`src/rtl/amon_pkg.sv`:
```
package amon_pkg;
    localparam int REG_W  = 32;
    localparam int OFS_W  = 6;
    localparam int KF_W   = 3;
    localparam int CNTF_W = 3;

    localparam logic [OFS_W-1:0] OFS_CTRL = 6'h00;
    localparam logic [OFS_W-1:0] OFS_UPWM = 6'h04;
    localparam logic [OFS_W-1:0] OFS_LOWM = 6'h08;
    localparam logic [OFS_W-1:0] OFS_LOAD = 6'h0C;
    localparam logic [OFS_W-1:0] OFS_AUPW = 6'h10;
    localparam logic [OFS_W-1:0] OFS_ALOW = 6'h14;
    localparam logic [OFS_W-1:0] OFS_WGHT = 6'h18;
    localparam logic [OFS_W-1:0] OFS_AVGR = 6'h20;
    localparam logic [OFS_W-1:0] OFS_STAT = 6'h24;
    localparam logic [OFS_W-1:0] OFS_GSTAT = 6'h00;
    localparam logic [OFS_W-1:0] OFS_GPER  = 6'h04;

    localparam int CTL_ON       = 31;
    localparam int CTL_CUP_IE   = 30;
    localparam int CTL_CLO_IE   = 29;
    localparam int CTL_UPN_LSB  = 26;
    localparam int CTL_LON_LSB  = 23;
    localparam int CTL_AUP_IE   = 21;
    localparam int CTL_ALO_IE   = 20;
    localparam int CTL_PERIODIC = 18;
    localparam int CTL_K_LSB    = 10;

    localparam int FLG_LSB = 28;
    localparam int FLG_W   = 4;

    typedef enum logic [1:0] {
        CH_OFF  = 2'd0,
        CH_IDLE = 2'd1,
        CH_RUN  = 2'd2,
        CH_EVAL = 2'd3
    } ch_state_e;
endpackage

```
`src/rtl/amon_period_timer.sv`:
```
module amon_period_timer #(
    parameter int PER_W = 8
) (
    input  logic             clk,
    input  logic             rst_n,
    input  logic             ms_tick,
    input  logic [PER_W-1:0] per_lim,
    output logic             period_end
);
    logic [PER_W-1:0] ms_cnt_q;

    always_ff @(posedge clk or negedge rst_n) begin
        if (!rst_n) begin
            ms_cnt_q   <= '0;
            period_end <= 1'b0;
        end else begin
            period_end <= 1'b0;
            if (ms_tick) begin
                if (ms_cnt_q >= per_lim) begin
                    ms_cnt_q   <= '0;
                    period_end <= 1'b1;
                end else begin
                    ms_cnt_q <= ms_cnt_q + 1'b1;
                end
            end
        end
    end

    // a period can only close right after a tick
    p_end_after_tick_r2: assert property (@(posedge clk) disable iff (!rst_n)
        period_end |-> $past(ms_tick));
endmodule

```
`src/rtl/amon_streak.sv`:
```
module amon_streak #(
    parameter int NUM_W = 3
) (
    input  logic             clk,
    input  logic             rst_n,
    input  logic             clr,
    input  logic             step,
    input  logic             breach,
    input  logic [NUM_W-1:0] lim,
    output logic             fire
);
    logic [NUM_W-1:0] run_q;

    assign fire = step && breach && !clr && (run_q >= lim);

    always_ff @(posedge clk or negedge rst_n) begin
        if (!rst_n) begin
            run_q <= '0;
        end else if (clr) begin
            run_q <= '0;
        end else if (step) begin
            if (!breach || fire) begin
                run_q <= '0;
            end else begin
                run_q <= run_q + 1'b1;
            end
        end
    end

    // the streak restarts once it has fired
    p_streak_restart_r6: assert property (@(posedge clk) disable iff (!rst_n)
        fire |=> (run_q == '0));
    // a quiet period breaks the streak
    p_streak_break_r8: assert property (@(posedge clk) disable iff (!rst_n)
        (step && !breach) |=> (run_q == '0));
endmodule

```
`src/rtl/amon_channel.sv`:
```
module amon_channel
    import amon_pkg::*;
(
    input  logic             clk,
    input  logic             rst_n,
    input  logic             period_end,
    input  logic             ev_pulse,
    input  logic             wr_en,
    input  logic [OFS_W-1:0] wofs,
    input  logic [REG_W-1:0] wdata,
    input  logic [OFS_W-1:0] rofs,
    output logic [REG_W-1:0] rd_val,
    output logic             ch_irq
);
    ch_state_e st_q, st_d;

    logic [REG_W-1:0] ctrl_q, upwm_q, lowm_q, aupw_q, alow_q, wght_q;
    logic [REG_W-1:0] avg_q, count_q, sample_q;
    logic [FLG_W-1:0] flag_q;

    logic ch_on, periodic;
    logic [KF_W-1:0]   k_val;
    logic [CNTF_W-1:0] up_need, lo_need;

    assign ch_on    = ctrl_q[CTL_ON];
    assign periodic = ctrl_q[CTL_PERIODIC];
    assign k_val    = ctrl_q[CTL_K_LSB +: KF_W];
    assign up_need  = ctrl_q[CTL_UPN_LSB +: CNTF_W];
    assign lo_need  = ctrl_q[CTL_LON_LSB +: CNTF_W];

    logic wr_ctrl, wr_load, wr_stat;
    assign wr_ctrl = wr_en && (wofs == OFS_CTRL);
    assign wr_load = wr_en && (wofs == OFS_LOAD);
    assign wr_stat = wr_en && (wofs == OFS_STAT);

    // ---------------- state register ----------------
    always_ff @(posedge clk or negedge rst_n) begin
        if (!rst_n) st_q <= CH_OFF;
        else        st_q <= st_d;
    end

    // ---------------- next state ----------------
    always_comb begin
        st_d = st_q;
        unique case (st_q)
            CH_OFF:  if (ch_on) st_d = periodic ? CH_RUN : CH_IDLE;
            CH_IDLE: if (!ch_on) st_d = CH_OFF;
                     else if (periodic) st_d = CH_RUN;
            CH_RUN:  if (!ch_on) st_d = CH_OFF;
                     else if (!periodic) st_d = CH_IDLE;
                     else if (period_end) st_d = CH_EVAL;
            CH_EVAL: if (!ch_on) st_d = CH_OFF;
                     else st_d = periodic ? CH_RUN : CH_IDLE;
        endcase
    end

    // ---------------- state outputs ----------------
    logic cnt_en, cap_stb, eval_stb;
    always_comb begin
        cnt_en   = 1'b0;
        cap_stb  = 1'b0;
        eval_stb = 1'b0;
        unique case (st_q)
            CH_OFF:  ;
            CH_IDLE: ;
            CH_RUN:  begin
                cnt_en  = 1'b1;
                cap_stb = (st_d == CH_EVAL);
            end
            CH_EVAL: begin
                cnt_en   = 1'b1;
                eval_stb = 1'b1;
            end
        endcase
    end

    // ---------------- average arithmetic ----------------
    logic signed [REG_W:0] gap, gap_sh;
    logic [REG_W-1:0] avg_new;
    assign gap     = $signed({1'b0, sample_q}) - $signed({1'b0, avg_q});
    assign gap_sh  = gap >>> ({1'b0, k_val} + 4'd1);
    assign avg_new = avg_q + REG_W'(gap_sh);

    // ---------------- consecutive-breach trackers ----------------
    logic up_fire, lo_fire;
    amon_streak #(.NUM_W(CNTF_W)) u_up_streak (
        .clk(clk), .rst_n(rst_n), .clr(st_q == CH_OFF), .step(eval_stb),
        .breach(sample_q > upwm_q), .lim(up_need), .fire(up_fire)
    );
    amon_streak #(.NUM_W(CNTF_W)) u_lo_streak (
        .clk(clk), .rst_n(rst_n), .clr(st_q == CH_OFF), .step(eval_stb),
        .breach(sample_q < lowm_q), .lim(lo_need), .fire(lo_fire)
    );

    logic [FLG_W-1:0] flag_set, flag_clr;
    assign flag_set = {up_fire, lo_fire,
                       eval_stb && (avg_new > aupw_q),
                       eval_stb && (avg_new < alow_q)};
    assign flag_clr = wr_stat ? wdata[FLG_LSB +: FLG_W] : '0;

    logic [REG_W-1:0] ev_add;
    assign ev_add = ev_pulse ? wght_q : '0;

    // ---------------- datapath registers ----------------
    always_ff @(posedge clk or negedge rst_n) begin
        if (!rst_n) begin
            ctrl_q   <= '0;
            upwm_q   <= '0;
            lowm_q   <= '0;
            aupw_q   <= '0;
            alow_q   <= '0;
            wght_q   <= '0;
            avg_q    <= '0;
            count_q  <= '0;
            sample_q <= '0;
            flag_q   <= '0;
        end else begin
            if (wr_ctrl) ctrl_q <= wdata;
            if (wr_en && wofs == OFS_UPWM) upwm_q <= wdata;
            if (wr_en && wofs == OFS_LOWM) lowm_q <= wdata;
            if (wr_en && wofs == OFS_AUPW) aupw_q <= wdata;
            if (wr_en && wofs == OFS_ALOW) alow_q <= wdata;
            if (wr_en && wofs == OFS_WGHT) wght_q <= wdata;

            if (cap_stb)     count_q <= ev_add;
            else if (cnt_en) count_q <= count_q + ev_add;
            else             count_q <= '0;

            if (cap_stb) sample_q <= count_q;

            if (wr_load)       avg_q <= wdata;
            else if (eval_stb) avg_q <= avg_new;

            flag_q <= (flag_q & ~flag_clr) | flag_set;
        end
    end

    // ---------------- readback and interrupt ----------------
    always_comb begin
        case (rofs)
            OFS_CTRL: rd_val = ctrl_q;
            OFS_UPWM: rd_val = upwm_q;
            OFS_LOWM: rd_val = lowm_q;
            OFS_AUPW: rd_val = aupw_q;
            OFS_ALOW: rd_val = alow_q;
            OFS_WGHT: rd_val = wght_q;
            OFS_AVGR: rd_val = avg_q;
            OFS_STAT: rd_val = {flag_q, {FLG_LSB{1'b0}}};
            default:  rd_val = '0;
        endcase
    end

    assign ch_irq = |(flag_q & {ctrl_q[CTL_CUP_IE], ctrl_q[CTL_CLO_IE],
                                ctrl_q[CTL_AUP_IE], ctrl_q[CTL_ALO_IE]});

    // evaluation only follows a period close
    p_eval_after_close_r3: assert property (@(posedge clk) disable iff (!rst_n)
        (st_q == CH_EVAL) |-> $past(period_end));
    // a disabled channel holds no count
    p_off_no_count_r12: assert property (@(posedge clk) disable iff (!rst_n)
        (st_q == CH_OFF) |=> (count_q == '0));
    // without sampling the average only moves on a load write
    p_idle_avg_hold_r12: assert property (@(posedge clk) disable iff (!rst_n)
        (st_q == CH_IDLE && !wr_load) |=> $stable(avg_q));
    // the consecutive-upper flag stays set until written with a one
    p_flag_sticky_r10: assert property (@(posedge clk) disable iff (!rst_n)
        ($past(flag_q[FLG_W-1]) && !$past(wr_stat && wdata[REG_W-1])) |-> flag_q[FLG_W-1]);
endmodule

```
`src/rtl/mem_activity_monitor.sv`:
```
module mem_activity_monitor
    import amon_pkg::*;
#(
    parameter int NUM_CH = 2,
    parameter int ADDR_W = 8,
    parameter int PER_W  = 8
) (
    input  logic              clk,
    input  logic              rst_n,
    input  logic              reg_wr,
    input  logic [ADDR_W-1:0] reg_addr,
    input  logic [REG_W-1:0]  reg_wdata,
    output logic [REG_W-1:0]  reg_rdata,
    input  logic [NUM_CH-1:0] ev_pulse,
    input  logic              ms_tick,
    output logic              irq
);
    localparam int SEL_W = ADDR_W - OFS_W;

    logic [SEL_W-1:0] sel;
    logic [OFS_W-1:0] ofs;
    assign sel = reg_addr[ADDR_W-1:OFS_W];
    assign ofs = reg_addr[OFS_W-1:0];

    logic [PER_W-1:0] per_q;
    always_ff @(posedge clk or negedge rst_n) begin
        if (!rst_n) per_q <= '0;
        else if (reg_wr && sel == '0 && ofs == OFS_GPER) per_q <= reg_wdata[PER_W-1:0];
    end

    logic period_end;
    amon_period_timer #(.PER_W(PER_W)) u_timer (
        .clk(clk), .rst_n(rst_n), .ms_tick(ms_tick),
        .per_lim(per_q), .period_end(period_end)
    );

    logic [REG_W-1:0] ch_rd [NUM_CH];
    logic [NUM_CH-1:0] ch_irq;

    for (genvar c = 0; c < NUM_CH; c++) begin : g_ch
        amon_channel u_ch (
            .clk(clk), .rst_n(rst_n), .period_end(period_end),
            .ev_pulse(ev_pulse[c]),
            .wr_en(reg_wr && (sel == SEL_W'(c + 1))),
            .wofs(ofs), .wdata(reg_wdata), .rofs(ofs),
            .rd_val(ch_rd[c]), .ch_irq(ch_irq[c])
        );
    end

    always_comb begin
        reg_rdata = '0;
        if (sel == '0) begin
            if (ofs == OFS_GSTAT)     reg_rdata = REG_W'(ch_irq);
            else if (ofs == OFS_GPER) reg_rdata = REG_W'(per_q);
        end
        for (int c = 0; c < NUM_CH; c++) begin
            if (sel == SEL_W'(c + 1)) reg_rdata = ch_rd[c];
        end
    end

    assign irq = |ch_irq;
endmodule

```
`config.mk`:
```
export PLATFORM = sky130hd
export DESIGN_NAME = mem_activity_monitor
export DESIGN_NICKNAME = d
export VERILOG_FILES = /design/src/rtl/amon_pkg.sv /design/src/rtl/amon_period_timer.sv /design/src/rtl/amon_streak.sv /design/src/rtl/amon_channel.sv /design/src/rtl/mem_activity_monitor.sv
export SDC_FILE = /design/constraint.sdc
export NUM_CORES = 2
export LEC_CHECK = 0
export BUFFER_PORTS_ARGS = -buffer_cell sky130_fd_sc_hd__buf_2
export CORE_UTILIZATION = 41
export DETAILED_ROUTE_END_ITERATION = 12
export SLEW_MARGIN = 20
export SYNTH_ARGS = -nofsm -noshare
export SYNTH_HDL_FRONTEND = slang
export SYNTH_SLANG_ARGS = --single-unit
```
`constraint.sdc`:
```
create_clock -name clk -period 9.65 [get_ports clk]
set_input_delay 2.4125 -clock clk [delete_from_list [all_inputs] [get_ports clk]]
set_output_delay 2.4125 -clock clk [all_outputs]
set_load 0.1 [all_outputs]
```
==> results_dict.tcl <==
set metrics [dict create \
    status "completed" \
    postSynthNetCount 5446 \
    antenna_found_initial 15 \
    grt_overflow 0 \
    regToRegEndpoint "g_ch[0].u_ch.flag_q[0]" \
    reg2reg_from "g_ch[0].u_ch.avg_q[1]" \
    area_growth_pct 10.1 \
    clk_pin_slew_worst_paths_ps 60 \
    worstPathArrival_ps 8880 \
    grt_max_degree 154 \
    grt.total_usage 0.266 \
    post-cts-setup-buffers 0 \
    avgRoutedWirePerCell_microns 24.2 \
    cpLargestDelayFamily "compound AO/OA/AOI/OAI gates" \
    drv_cap 0 \
    finalWeightedCongestion 0.949 \
    vias 38981 \
    routed_wl_mm 156 \
    fmax_ghz 0.119 \
    ant_nets 0 \
    finClkSkew_ps 31.5 \
    fin_hold_ws_ps 480 \
    required_ps 10130 \
    synthesis.area_sq_mm 0.0467 \
    die_y_microns 339 \
    dieArea_sq_mm 0.115 \
    grt_pass1_wl_mm 237 \
    max_slew_margin 0.294 \
    clk_latency_ps 660 \
    cp_max_fo 6 \
    layout-drive-gt1-share 0.158 \
    synthCells 4917 \
    clockRootBuffer "clkbuf_16" \
    hpwl_mm 117 \
    setup_viol 0 \
    synth_edf_count 0 \
    cts_resized 0 \
    min_path_cells 1 \
    drt_iter0_drc 4332 \
    yosys_warnings 0 \
    min_path_type "reg2reg" \
    rsz0062_at_grt "no" \
    crit_path_end_kind "flop" \
    cts_made_buffers 76 \
    die_w_microns 339 \
    yosysMostFrequentCell "dfrtp_1" \
    yosysUniqueCellTypes 84 \
    crit_path_start_kind "flop" \
    reg2reg_slack_ps 1250 \
    coreArea_sq_mm 0.113 \
    hold_start "g_ch[1].u_ch.u_up_streak.run_q[2]" \
    start_util 0.414 \
    slew_violations 0 \
    worst_slew_pin_slew_ps 1050 \
    cts-hold-fix-buffers 0 \
    critPathKind "reg2reg" \
    cpMostUsedCell "ha_1" \
    synthDominantCellAreaShare 0.331 \
    post-route-period-util 0.870 \
    fin_crit_ps 8400 \
    ys_ff_latch 617 \
    ir_drop_mv 0.134 \
    crit_buf_inv 1 \
    drcViolationCount 0 \
    h-tree-depth 3 \
    port_buffers 78 \
    rows 123 \
    synthTopCellsByCount "dfrtp_1, ha_1, mux2_2" \
    leakage_nw 24.4 \
    grt_pass1_vias 37238 \
    ys_top_cells_by_area "dfrtp_1, ha_1, mux2_2" \
    slowest_delay_ps 570 \
    async_flop_share 1.00 \
    seq_area_frac_synth 0.331 \
    cp_slowest_cell "a2111oi_0" \
    hold_end "g_ch[1].u_ch.u_up_streak.run_q[2]" \
    finalPower_mw 10.3 \
    io_pins 79 \
    via_per_inst 6.04 \
    avgSynthCellArea_sq_um 9.49 \
    fin_nets 5417 \
    cts_max_path_buffers 3 \
    synth_area_leader_cell "dfrtp_1" \
    r2r_cells 29 \
    dr.pass1.iters 9 \
    ys.flop_type "dfrtp_1" \
    tritoncts "yes" \
    finalHoldViolCount 0 \
    p_per_area_mw_per_mm2 201 \
    fin_tns_setup_ps 0 \
    cts_sinks 617 \
]
report_power, final:
part / internal, mW / total (mW) / switching, mW / leakage [nW]
registers: 2.72 / 2.92 / 0.197 / 8.24
clock network: 1.89 / 3.09 / 1.20 / 1.31
logic: 1.75 / 4.31 / 2.56 / 14.8
total: 6.36 / 10.3 / 3.96 / 24.4
sequential cells by signal (all words and copies together), names as in the netlist, 4 cells and up:
register,cells
g_ch.u_ch.upwm_q,64
per_q,8
g_ch.u_ch.lowm_q,64
g_ch.u_ch.aupw_q,64
g_ch.u_ch.st_q,4
g_ch.u_ch.sample_q,64
g_ch.u_ch.wght_q,64
g_ch.u_ch.count_q,64
g_ch.u_ch.ctrl_q,64
u_timer.ms_cnt_q,8
g_ch.u_ch.u_up_streak.run_q,6
g_ch.u_ch.avg_q,64
g_ch.u_ch.u_lo_streak.run_q,6
g_ch.u_ch.alow_q,64
g_ch.u_ch.flag_q,8
per-layer routing:
metal / vias up / track usage / wire length, microns
met2: 1380 / 0.400 / 67600
met3: 247 / 0.0553 / 12100
met1: 19293 / 0.382 / 71600
met4: 20 / 0.0770 / 4290
met5: - / 0 / 120
li1: 18041 / - / -
metrics by stage:
| stage | instances | utilization | instance area, sq um | setup WS [ps] |
|---|---|---|---|---|
| 6_report | 6451 | 0.456 | 51400 | 1250 |
| 4_1_cts | 6448 | 0.456 | 51400 | 1420 |
| 5_1_grt | 6448 | 0.456 | 51400 | 659 |
| 2_1_floorplan | 4917 | - | 46700 | 1040 |
| 3_5_place_dp | 6310 | 0.432 | 48700 | 1510 |
| 3_3_place_gp | 6310 | 0.432 | 48700 | 1600 |
worst max path at each step:
stage	slack, ps	start	endpoint	depth (start not counted)
6_report	1250	g_ch[0].u_ch.avg_q[1]	g_ch[0].u_ch.flag_q[0]	29
5_1_grt	660	g_ch[0].u_ch.avg_q[1]	g_ch[0].u_ch.flag_q[0]	28
4_1_cts	1420	g_ch[0].u_ch.avg_q[1]	g_ch[0].u_ch.flag_q[0]	29
3_5_place_dp	1510	g_ch[0].u_ch.avg_q[1]	g_ch[0].u_ch.flag_q[0]	29
3_3_place_gp	1600	reg_addr[1]	reg_rdata[1]	10
2_1_floorplan	1040	reg_addr[1]	reg_rdata[30]	10
final cells by class:
cell class / instances / area [sq um]
multi-input combinational: 3639 / 28900
clock buffer: 111 / 2260
sequential: 617 / 15400
fill: 10899 / 61300
inverter: 413 / 1550
timing repair buffer: 141 / 948
antenna: 3 / 7.51
clock inverter: 27 / 427
tap: 1500 / 1880
logic make-up after synthesis:
logic type | share of synthesized area
mux | 0.149
buf+inv | 0.0533
xor+xnor | 0.0324
simple gates | 0.110
flops | 0.331
fa+ha+maj | 0.130
compound gates | 0.195
layout by cell type, fill, tap and decap left out, types with 50 or more instances in the layout:
cell type and n:
mux2i_1 153, o21ai_0 238, nand2_1 312, nand2b_1 67, a22o_1 65, a22oi_1 134, buf_4 57, mux2_2 457
xnor2_1 116, nor2_1 175, nand4_1 61, and2_1 90, inv_1 412, a21oi_1 284, a211oi_1 50, buf_2 77
xor2_1 51, nor3_1 58, nand3_1 109, a222oi_1 67, dfrtp_1 616, ha_1 475, clkbuf_16 78, a21o_1 152
Note: power is estimated with default switching activity, not from simulation.
